File: config.mk
export PLATFORM = sky130hd
export DESIGN_NAME = rx_task_seq
export DESIGN_NICKNAME = d
export VERILOG_FILES = /design/src/rtl/rx_task_pkg.sv /design/src/rtl/rx_sym_track.sv /design/src/rtl/rx_raw_pack.sv /design/src/rtl/rx_byte_collect.sv /design/src/rtl/rx_status_regs.sv /design/src/rtl/rx_task_seq.sv
export SDC_FILE = /design/constraint.sdc
export NUM_CORES = 1
export LEC_CHECK = 0
export ABC_AREA = 0
export BUFFER_PORTS_ARGS = -buffer_cell sky130_fd_sc_hd__buf_2
export CORE_UTILIZATION = 49
export DETAILED_ROUTE_END_ITERATION = 7
export PLACE_DENSITY = 0.76
export SLEW_MARGIN = 10
export SYNTH_ARGS = -nofsm -noshare
export SYNTH_HDL_FRONTEND = slang
export SYNTH_HIERARCHICAL = 1
export SYNTH_SLANG_ARGS = --single-unit
File: constraint.sdc
create_clock -name clk -period 2.9 [get_ports clk]
set_input_delay 0.29 -clock clk [delete_from_list [all_inputs] [get_ports clk]]
set_output_delay 0.29 -clock clk [all_outputs]
set_load 0.02 [all_outputs]
File: src/rtl/rx_task_pkg.sv
package rx_task_pkg;
   typedef enum logic [1:0] {
      TK_HDR = 2'd0,
      TK_BLK = 2'd1,
      TK_RAW = 2'd2,
      TK_SID = 2'd3
   } task_e;

   function automatic int unsigned max2(input int unsigned a, input int unsigned b);
      return (a > b) ? a : b;
   endfunction
endpackage

File: src/rtl/rx_sym_track.sv
module rx_sym_track
   import rx_task_pkg::*;
#(
   parameter int unsigned IDX_W    = 7,
   parameter int unsigned BLK_SYMS = 69,
   parameter int unsigned S_IDX0   = 22,
   parameter int unsigned S_IDX1   = 45,
   parameter int unsigned S_IDX2   = 68,
   parameter int unsigned SID_SYMS = 24,
   parameter int unsigned RAW_SYMS = 4
) (
   input  logic             clk,
   input  logic             rst_n,
   input  logic             restart,
   input  logic             advance,
   input  task_e            kind,
   output logic [IDX_W-1:0] idx,
   output logic             is_s,
   output logic             is_final
);
   localparam int unsigned N_S = 3;
   localparam int unsigned S_POS [N_S] = '{S_IDX0, S_IDX1, S_IDX2};

   logic [N_S-1:0]   hit;
   logic [IDX_W-1:0] last_idx;
   logic             blk_kind;

   for (genvar g = 0; g < N_S; g++) begin : g_spos
      if (S_POS[g] >= BLK_SYMS) begin : g_bad
         $error("status symbol position outside the block");
      end
      assign hit[g] = (idx == IDX_W'(S_POS[g]));
   end

   assign blk_kind = (kind == TK_HDR) || (kind == TK_BLK);

   always_comb begin
      unique case (kind)
         TK_HDR, TK_BLK: last_idx = IDX_W'(BLK_SYMS - 1);
         TK_RAW:         last_idx = IDX_W'(RAW_SYMS - 1);
         default:        last_idx = IDX_W'(SID_SYMS - 1);
      endcase
   end

   assign is_final = (idx == last_idx);
   assign is_s     = blk_kind ? (|hit) : ((kind == TK_SID) && is_final);

   always_ff @(posedge clk or negedge rst_n) begin
      if (!rst_n)          idx <= '0;
      else if (restart)    idx <= '0;
      else if (advance)    idx <= is_final ? '0 : idx + 1'b1;
   end

   AST_IDX_IN_RANGE: assert property (@(posedge clk) disable iff (!rst_n) idx <= last_idx);
endmodule

File: src/rtl/rx_raw_pack.sv
module rx_raw_pack #(
   parameter int unsigned SYM_W     = 2,
   parameter int unsigned BYTE_W    = 8,
   parameter bit          MSB_FIRST = 1'b1
) (
   input  logic              clk,
   input  logic              rst_n,
   input  logic              clear,
   input  logic              shift_en,
   input  logic [SYM_W-1:0]  sym,
   output logic [BYTE_W-1:0] byte_next
);
   localparam int unsigned PRE_W = BYTE_W - SYM_W;

   logic [PRE_W-1:0] sr;

   if (MSB_FIRST) begin : g_msb
      assign byte_next = {sr, sym};
      always_ff @(posedge clk or negedge rst_n) begin
         if (!rst_n)        sr <= '0;
         else if (clear)    sr <= '0;
         else if (shift_en) sr <= byte_next[PRE_W-1:0];
      end
   end else begin : g_lsb
      assign byte_next = {sym, sr};
      always_ff @(posedge clk or negedge rst_n) begin
         if (!rst_n)        sr <= '0;
         else if (clear)    sr <= '0;
         else if (shift_en) sr <= byte_next[BYTE_W-1:SYM_W];
      end
   end
endmodule

File: src/rtl/rx_byte_collect.sv
module rx_byte_collect #(
   parameter int unsigned BYTE_W = 8,
   parameter int unsigned CNT_W  = 4,
   parameter int unsigned AW     = 4
) (
   input  logic              clk,
   input  logic              rst_n,
   input  logic              clear,
   input  logic              active,
   input  logic [CNT_W-1:0]  expected,
   input  logic              dec_valid,
   input  logic [BYTE_W-1:0] dec_byte,
   input  logic              dec_crc_ok,
   output logic              dec_ready,
   output logic              accept,
   output logic              last_now,
   output logic              done,
   output logic              crc_ok_eff,
   output logic [AW-1:0]     waddr,
   output logic [BYTE_W-1:0] wdata
);
   logic [CNT_W-1:0] cnt;
   logic             crc_q;

   assign dec_ready  = active && (cnt < expected);
   assign accept     = dec_valid && dec_ready;
   assign last_now   = accept && (cnt == expected - 1'b1);
   assign done       = (cnt == expected);
   assign crc_ok_eff = last_now ? dec_crc_ok : crc_q;
   assign waddr      = cnt[AW-1:0];
   assign wdata      = dec_byte;

   always_ff @(posedge clk or negedge rst_n) begin
      if (!rst_n) begin
         cnt   <= '0;
         crc_q <= 1'b0;
      end else if (clear) begin
         cnt   <= '0;
         crc_q <= 1'b0;
      end else if (accept) begin
         cnt <= cnt + 1'b1;
         if (last_now) crc_q <= dec_crc_ok;
      end
   end

   AST_BYTE_CAP: assert property (@(posedge clk) disable iff (!rst_n) cnt <= expected);
endmodule

File: src/rtl/rx_status_regs.sv
module rx_status_regs #(
   parameter int unsigned SYM_W = 2
) (
   input  logic             clk,
   input  logic             rst_n,
   input  logic             set_srdy,
   input  logic             set_irq,
   input  logic             set_bfree,
   input  logic             ld_sval,
   input  logic [SYM_W-1:0] sval_in,
   input  logic             ld_crc,
   input  logic             crcerr_in,
   input  logic             stat_rd,
   input  logic             buf_rd,
   output logic             st_bfree,
   output logic             st_irq,
   output logic             st_srdy,
   output logic [SYM_W-1:0] st_sval,
   output logic             st_crcerr
);
   always_ff @(posedge clk or negedge rst_n) begin
      if (!rst_n) begin
         st_bfree  <= 1'b0;
         st_irq    <= 1'b0;
         st_srdy   <= 1'b0;
         st_sval   <= '0;
         st_crcerr <= 1'b0;
      end else begin
         if (set_bfree)    st_bfree <= 1'b1;
         else if (buf_rd)  st_bfree <= 1'b0;
         if (set_irq)      st_irq <= 1'b1;
         else if (stat_rd) st_irq <= 1'b0;
         if (set_srdy)     st_srdy <= 1'b1;
         else if (stat_rd) st_srdy <= 1'b0;
         if (ld_sval)      st_sval <= sval_in;
         if (ld_crc)       st_crcerr <= crcerr_in;
      end
   end

   AST_RD_CLEARS_SRDY: assert property (@(posedge clk) disable iff (!rst_n)
      (stat_rd && !set_srdy) |=> !st_srdy);
   AST_RD_CLEARS_BFREE: assert property (@(posedge clk) disable iff (!rst_n)
      (buf_rd && !set_bfree) |=> !st_bfree);
endmodule

File: src/rtl/rx_task_seq.sv
module rx_task_seq
   import rx_task_pkg::*;
#(
   parameter int unsigned SYM_W         = 2,
   parameter int unsigned BYTE_W        = 8,
   parameter int unsigned BLK_SYMS      = 69,
   parameter int unsigned S_IDX0        = 22,
   parameter int unsigned S_IDX1        = 45,
   parameter int unsigned S_IDX2        = 68,
   parameter int unsigned SID_SYMS      = 24,
   parameter int unsigned HDR_BYTES     = 12,
   parameter int unsigned BLK_BYTES     = 12,
   parameter int unsigned SID_BYTES     = 3,
   parameter bit          RAW_MSB_FIRST = 1'b1,
   localparam int unsigned RAW_SYMS  = BYTE_W / SYM_W,
   localparam int unsigned MAX_SYMS  = max2(max2(BLK_SYMS, SID_SYMS), RAW_SYMS),
   localparam int unsigned IDX_W     = $clog2(MAX_SYMS),
   localparam int unsigned MAX_BYTES = max2(max2(HDR_BYTES, BLK_BYTES), SID_BYTES),
   localparam int unsigned BUF_AW    = $clog2(MAX_BYTES),
   localparam int unsigned CNT_W     = $clog2(MAX_BYTES + 1)
) (
   input  logic              clk,
   input  logic              rst_n,
   input  logic              cmd_wr,
   input  logic [1:0]        cmd_code,
   input  logic              sym_irq_en,
   input  logic              sym_valid,
   input  logic [SYM_W-1:0]  sym_data,
   output logic              pay_valid,
   output logic [SYM_W-1:0]  pay_data,
   input  logic              dec_valid,
   input  logic [BYTE_W-1:0] dec_byte,
   input  logic              dec_crc_ok,
   output logic              dec_ready,
   output logic              buf_we,
   output logic [BUF_AW-1:0] buf_addr,
   output logic [BYTE_W-1:0] buf_wdata,
   input  logic              stat_rd,
   input  logic              buf_rd,
   output logic              st_bfree,
   output logic              st_irq,
   output logic              st_srdy,
   output logic [SYM_W-1:0]  st_sval,
   output logic              st_crcerr,
   output logic              busy
);
   if (BYTE_W % SYM_W != 0 || RAW_SYMS < 2) begin : g_bad_width
      $error("byte width must hold a whole number of at least two symbols");
   end
   if (!(S_IDX0 < S_IDX1 && S_IDX1 < S_IDX2 && S_IDX2 == BLK_SYMS - 1)) begin : g_bad_spos
      $error("status positions must rise and the last must close the block");
   end
   if (SID_SYMS < 2 || MAX_BYTES < 2) begin : g_bad_len
      $error("station identity length or byte counts too small");
   end

   task_e            kind_q;
   logic             busy_q;
   logic             fin_pend;
   logic [SYM_W-1:0] sval_pend;

   logic [IDX_W-1:0]  idx;
   logic              is_s, is_final;
   logic              is_dec;
   logic              sym_acc;
   logic              s_mid, fin_now;
   logic              complete_dec, complete_raw;
   logic [SYM_W-1:0]  fin_sval;
   logic [CNT_W-1:0]  expected;
   logic              col_active, acc_byte, last_now, bytes_done, crc_ok_eff;
   logic [BUF_AW-1:0] col_addr;
   logic [BYTE_W-1:0] col_data;
   logic [BYTE_W-1:0] raw_byte;

   assign is_dec  = (kind_q != TK_RAW);
   assign sym_acc = sym_valid && busy_q && !fin_pend && !cmd_wr;
   assign s_mid   = sym_acc && is_dec && is_s && !is_final;
   assign fin_now = sym_acc && is_final;

   always_comb begin
      unique case (kind_q)
         TK_HDR:  expected = CNT_W'(HDR_BYTES);
         TK_BLK:  expected = CNT_W'(BLK_BYTES);
         default: expected = CNT_W'(SID_BYTES);
      endcase
   end

   assign col_active   = busy_q && is_dec && !cmd_wr;
   assign complete_dec = col_active && (fin_now || fin_pend) && (bytes_done || last_now);
   assign complete_raw = fin_now && !is_dec;
   assign fin_sval     = fin_now ? sym_data : sval_pend;

   rx_sym_track #(
      .IDX_W(IDX_W), .BLK_SYMS(BLK_SYMS), .S_IDX0(S_IDX0), .S_IDX1(S_IDX1),
      .S_IDX2(S_IDX2), .SID_SYMS(SID_SYMS), .RAW_SYMS(RAW_SYMS)
   ) track_i (
      .clk(clk), .rst_n(rst_n), .restart(cmd_wr), .advance(sym_acc),
      .kind(kind_q), .idx(idx), .is_s(is_s), .is_final(is_final)
   );

   rx_raw_pack #(
      .SYM_W(SYM_W), .BYTE_W(BYTE_W), .MSB_FIRST(RAW_MSB_FIRST)
   ) pack_i (
      .clk(clk), .rst_n(rst_n), .clear(cmd_wr),
      .shift_en(sym_acc && !is_dec), .sym(sym_data), .byte_next(raw_byte)
   );

   rx_byte_collect #(
      .BYTE_W(BYTE_W), .CNT_W(CNT_W), .AW(BUF_AW)
   ) coll_i (
      .clk(clk), .rst_n(rst_n), .clear(cmd_wr), .active(col_active),
      .expected(expected), .dec_valid(dec_valid), .dec_byte(dec_byte),
      .dec_crc_ok(dec_crc_ok), .dec_ready(dec_ready), .accept(acc_byte),
      .last_now(last_now), .done(bytes_done), .crc_ok_eff(crc_ok_eff),
      .waddr(col_addr), .wdata(col_data)
   );

   rx_status_regs #(.SYM_W(SYM_W)) stat_i (
      .clk(clk), .rst_n(rst_n),
      .set_srdy(s_mid || complete_dec),
      .set_irq((s_mid && sym_irq_en) || complete_dec || complete_raw),
      .set_bfree(complete_dec || complete_raw),
      .ld_sval(s_mid || complete_dec),
      .sval_in(s_mid ? sym_data : fin_sval),
      .ld_crc(complete_dec), .crcerr_in(!crc_ok_eff),
      .stat_rd(stat_rd), .buf_rd(buf_rd),
      .st_bfree(st_bfree), .st_irq(st_irq), .st_srdy(st_srdy),
      .st_sval(st_sval), .st_crcerr(st_crcerr)
   );

   assign pay_valid = sym_acc && is_dec && !is_s;
   assign pay_data  = sym_data;

   assign buf_we    = acc_byte || complete_raw;
   assign buf_addr  = complete_raw ? '0 : col_addr;
   assign buf_wdata = complete_raw ? raw_byte : col_data;
   assign busy      = busy_q;

   always_ff @(posedge clk or negedge rst_n) begin
      if (!rst_n) begin
         kind_q    <= TK_HDR;
         busy_q    <= 1'b0;
         fin_pend  <= 1'b0;
         sval_pend <= '0;
      end else if (cmd_wr) begin
         kind_q   <= task_e'(cmd_code);
         busy_q   <= 1'b1;
         fin_pend <= 1'b0;
      end else if (complete_dec || complete_raw) begin
         busy_q   <= 1'b0;
         fin_pend <= 1'b0;
      end else if (fin_now) begin
         fin_pend  <= 1'b1;
         sval_pend <= sym_data;
      end
   end

   AST_IRQ_GATED: assert property (@(posedge clk) disable iff (!rst_n)
      (s_mid && !sym_irq_en && !st_irq) |=> !st_irq);
   AST_FINAL_TOGETHER: assert property (@(posedge clk) disable iff (!rst_n)
      complete_dec |=> (st_bfree && st_srdy && st_irq && !busy));
   AST_RAW_NO_PAY: assert property (@(posedge clk) disable iff (!rst_n)
      (busy_q && kind_q == TK_RAW) |-> !pay_valid);
   AST_RESTART: assert property (@(posedge clk) disable iff (!rst_n)
      cmd_wr |=> (busy && idx == '0));
   AST_IDLE_QUIET: assert property (@(posedge clk) disable iff (!rst_n)
      !busy_q |-> (!pay_valid && !dec_ready && !buf_we));
endmodule

==> out/qor.csv <==
metric,value,unit
fraction of layout instances using a drive strength above 1,0.363,
All-Layer GR Usage,0.200,
cell with the most instances after synthesis,sky130_fd_sc_hd__dfrtp_1,
maximum number of pins on one net before global-route repair,32,
biggest area contributors in the synthesized netlist,"sky130_fd_sc_hd__dfrtp_1 (35%), sky130_fd_sc_hd__ha_1 (5.9%), sky130_fd_sc_hd__buf_4 (4.6%)",
number of synthesized flops with an enable pin,0,
drt initial violations,82,
end point of the critical path,buf_wdata[1],
"Distinct cells, synth",55,
Detailed Route WL,4260,µm
leakage power summed over all cells,1.19,nW
worst-margin pin slew,0.683,ns
critical path data required time,2.61,ns
"Clk Latency, worst-skew pair",0.27,ns
class of the tightest hold or removal check,in2async,
startpoint of the worst setup timing path,kind_q[1]$_DFFE_PN0P_,
clock tree root buffer cell,sky130_fd_sc_hd__clkbuf_8,
cell area after synthesis,0.00213,mm²
Syn Area/Cell,10.4,µm²
maximum net fanout on the critical path,9,
vias in the first global route,1522,
standard-cell row count,23,
remaining global-route overflow,0,
Initial Utilization,0.520,
Power Dens Cells,381,mW/mm²
post-route clock period utilization,0.950,
fin nets,278,
total half-perimeter wirelength after legalization and detailed placement,3060,µm
width of the chip,67.9,µm
r2r startpoint,kind_q[1]$_DFFE_PN0P_,
TritonCTS Buffers,5,
Syn Nets,236,
die height,67.9,µm
max-capacitance violation count,0,
number of synthesized register bits,30,
warnings from Yosys,6,
buffer levels on the longest clock path,2,
Std-Cell Core Area,0.00409,mm²
clock tree from TritonCTS,built,
number of vias in the routed layout,1579,
final setup violating endpoints,0,
Placed Area,0.00232,mm²
Worst-path clk slew,0.07,ns
register-to-register setup slack,0.17,ns
number of buffers added on ports,44,
"Core Util, Final",0.603,
top_reg_cell synth,sky130_fd_sc_hd__dfrtp_1,
maximum clock frequency,363,MHz
category of the critical setup timing path,reg2out,
H-tree level count,2,
clock sink count,30,
synthesis-to-layout area growth,16.0,%
post-detailed-route wirelength per cell,14.3,µm
Worst EP arrival,2.47,ns
I/O pin count,45,
area share of the largest cell type after synthesis,0.353,
largest vdd supply drop,310,µV
max-slew headroom at the worst pin,0.545,
first-pass GRT wire length,6840,µm
area of all placed cells without fillers,0.00246,mm²
remaining routing DRC violations,0,
top post-synthesis cells by count,"sky130_fd_sc_hd__dfrtp_1 (30), sky130_fd_sc_hd__nor2_1 (16), sky130_fd_sc_hd__inv_1 (15), sky130_fd_sc_hd__buf_4 (13), sky130_fd_sc_hd__ha_1 (10)",
max-slew violation total from the final report,0,
async set or reset register ratio after synthesis,1.00,
vias per cell,5.30,
count of mapped cells out of synthesis,205,
final weighted congestion in routability-driven placement,0.857,
antenna-violating nets left,0,
cell taking the most area after synthesis,sky130_fd_sc_hd__dfrtp_1,
sequential fraction of the synthesis area,0.353,
crit start category,flip-flop,
number of antenna violations at the first check in global routing,0,
Tmin final,2.76,ns
number of iterations in the first detailed-routing pass,4,
Fin. Hold Viols,0,
outcome,finished clean,
CTS hold repair buffers,0,
Clock Skew,0.00321,ns
end of the worst register-to-register path,stat_i/st_sval[1]$_DFFE_PN0P_,
Critical Path End Type,primary output,
die outline area,0.00461,mm²
n_diodes,0,
cells on worst reg2reg path,9,
==> sequential cells by signal, indices dropped and copies added (netlist names) <==
name / flops
busy: 1
coll_i/crc_q: 1
coll_i/waddr: 4
fin_pend: 1
kind_q: 2
pack_i/sr: 6
stat_i/st_bfree: 1
stat_i/st_crcerr: 1
stat_i/st_irq: 1
stat_i/st_srdy: 1
stat_i/st_sval: 2
sval_pend: 2
track_i/idx: 7
==> report_power, final <==
part	internal [mW]	total, mW	switching, mW
Clock	0.191	0.345	0.154
Combinational	0.0683	0.156	0.0882
Sequential	0.425	0.437	0.0115
Total	0.685	0.938	0.254
==> layer usage <==
| metal | GRT usage | share of wire |
|---|---|---|
| met3 | 0.0450 | 0.045 |
| met1 | 0.282 | 0.48 |
| met5 | 0 | 0 |
| met2 | 0.302 | 0.47 |
| met4 | 0.0703 | 0.0096 |
==> final cells by class <==
type | instances | area (µm²)
clock inverters | 1 | 5.00
repair buffers | 54 | 303
multi-input cells | 141 | 1200
flip-flops and latches | 30 | 752
clock buffers | 7 | 86.3
well taps | 50 | 62.6
inverters | 15 | 56.3
fillers | 347 | 1620
==> cells by family (layout without fill, tap and decap cells) <==
| group | count (synthesis) | in the layout | synth area share |
|---|---|---|---|
| DFF | 30 | 30 | 0.353 |
| AOI/OAI and AO/OA | 32 | 32 | 0.107 |
| muxes | 24 | 24 | 0.134 |
| adders and majority gates | 10 | 10 | 0.0589 |
| and+or+nand+nor | 66 | 66 | 0.205 |
| xor gates and xnor gates | 9 | 9 | 0.0441 |
| buffers and inverters | 34 | 77 | 0.0983 |
==> worst min-delay path by stage <==
stage	start	endpoint	slack, ns	cells after the start
floorplan	rst_n	busy$_DFFE_PN0P_	-0.006	0
global placement	rst_n	track_i/idx[0]$_DFFE_PN0P_	0.37	1
detailed placement	rst_n	track_i/idx[5]$_DFFE_PN0P_	0.37	1
CTS	rst_n	track_i/idx[1]$_DFFE_PN0P_	0.08	1
global route	rst_n	track_i/idx[0]$_DFFE_PN0P_	0.10	1
finish	rst_n	track_i/idx[0]$_DFFE_PN0P_	0.06	1
==> metrics by stage <==
step	setup WS [ns]	hold slack, ns	setup TNS, ns	total power [mW]	instances
global route	-0.00217	0.100	-0.00217	0.982	298
finish	0.144	0.0553	0	0.938	298
floorplan	0.0586	-0.00559	0	0.551	205
global placement	0.281	0.374	0	0.592	288
detailed placement	0.176	0.371	0	0.596	288
CTS	0.0246	0.0756	0	0.942	296
==> worst max-delay path, stage by stage (launching register included) <==
cell	delay [ns]
sky130_fd_sc_hd__dfrtp_2	0.44
sky130_fd_sc_hd__buf_6	0.15
sky130_fd_sc_hd__nor4b_4	0.22
sky130_fd_sc_hd__o21ai_2	0.10
sky130_fd_sc_hd__a21oi_4	0.15
sky130_fd_sc_hd__nand4b_1	0.18
sky130_fd_sc_hd__nor3_2	0.28
sky130_fd_sc_hd__buf_4	0.19
sky130_fd_sc_hd__mux2_2	0.33
sky130_fd_sc_hd__buf_2	0.16
==> placed cells by master (no fill, tap or decap), types with 4 or more instances in the layout <==
cell type,count
sky130_fd_sc_hd__a211oi_1,5
sky130_fd_sc_hd__a21o_1,4
sky130_fd_sc_hd__a21oi_1,7
sky130_fd_sc_hd__buf_2,44
sky130_fd_sc_hd__buf_4,8
sky130_fd_sc_hd__clkbuf_8,6
sky130_fd_sc_hd__dfrtp_1,29
sky130_fd_sc_hd__ha_1,10
sky130_fd_sc_hd__inv_1,15
sky130_fd_sc_hd__mux2_1,5
sky130_fd_sc_hd__mux2_2,6
sky130_fd_sc_hd__mux2_4,6
sky130_fd_sc_hd__mux2i_1,7
sky130_fd_sc_hd__nand2_1,9
sky130_fd_sc_hd__nor2_1,16
sky130_fd_sc_hd__nor2b_1,6
sky130_fd_sc_hd__o21ai_0,4
sky130_fd_sc_hd__xnor2_1,5
==> timing repair <==
action | CTS | global route
setup endpoints to repair | 0 | 8
buffers inserted | 0 | 1
resized for setup | 0 | 9
No activity file was read; power rests on OpenSTA's default activity.
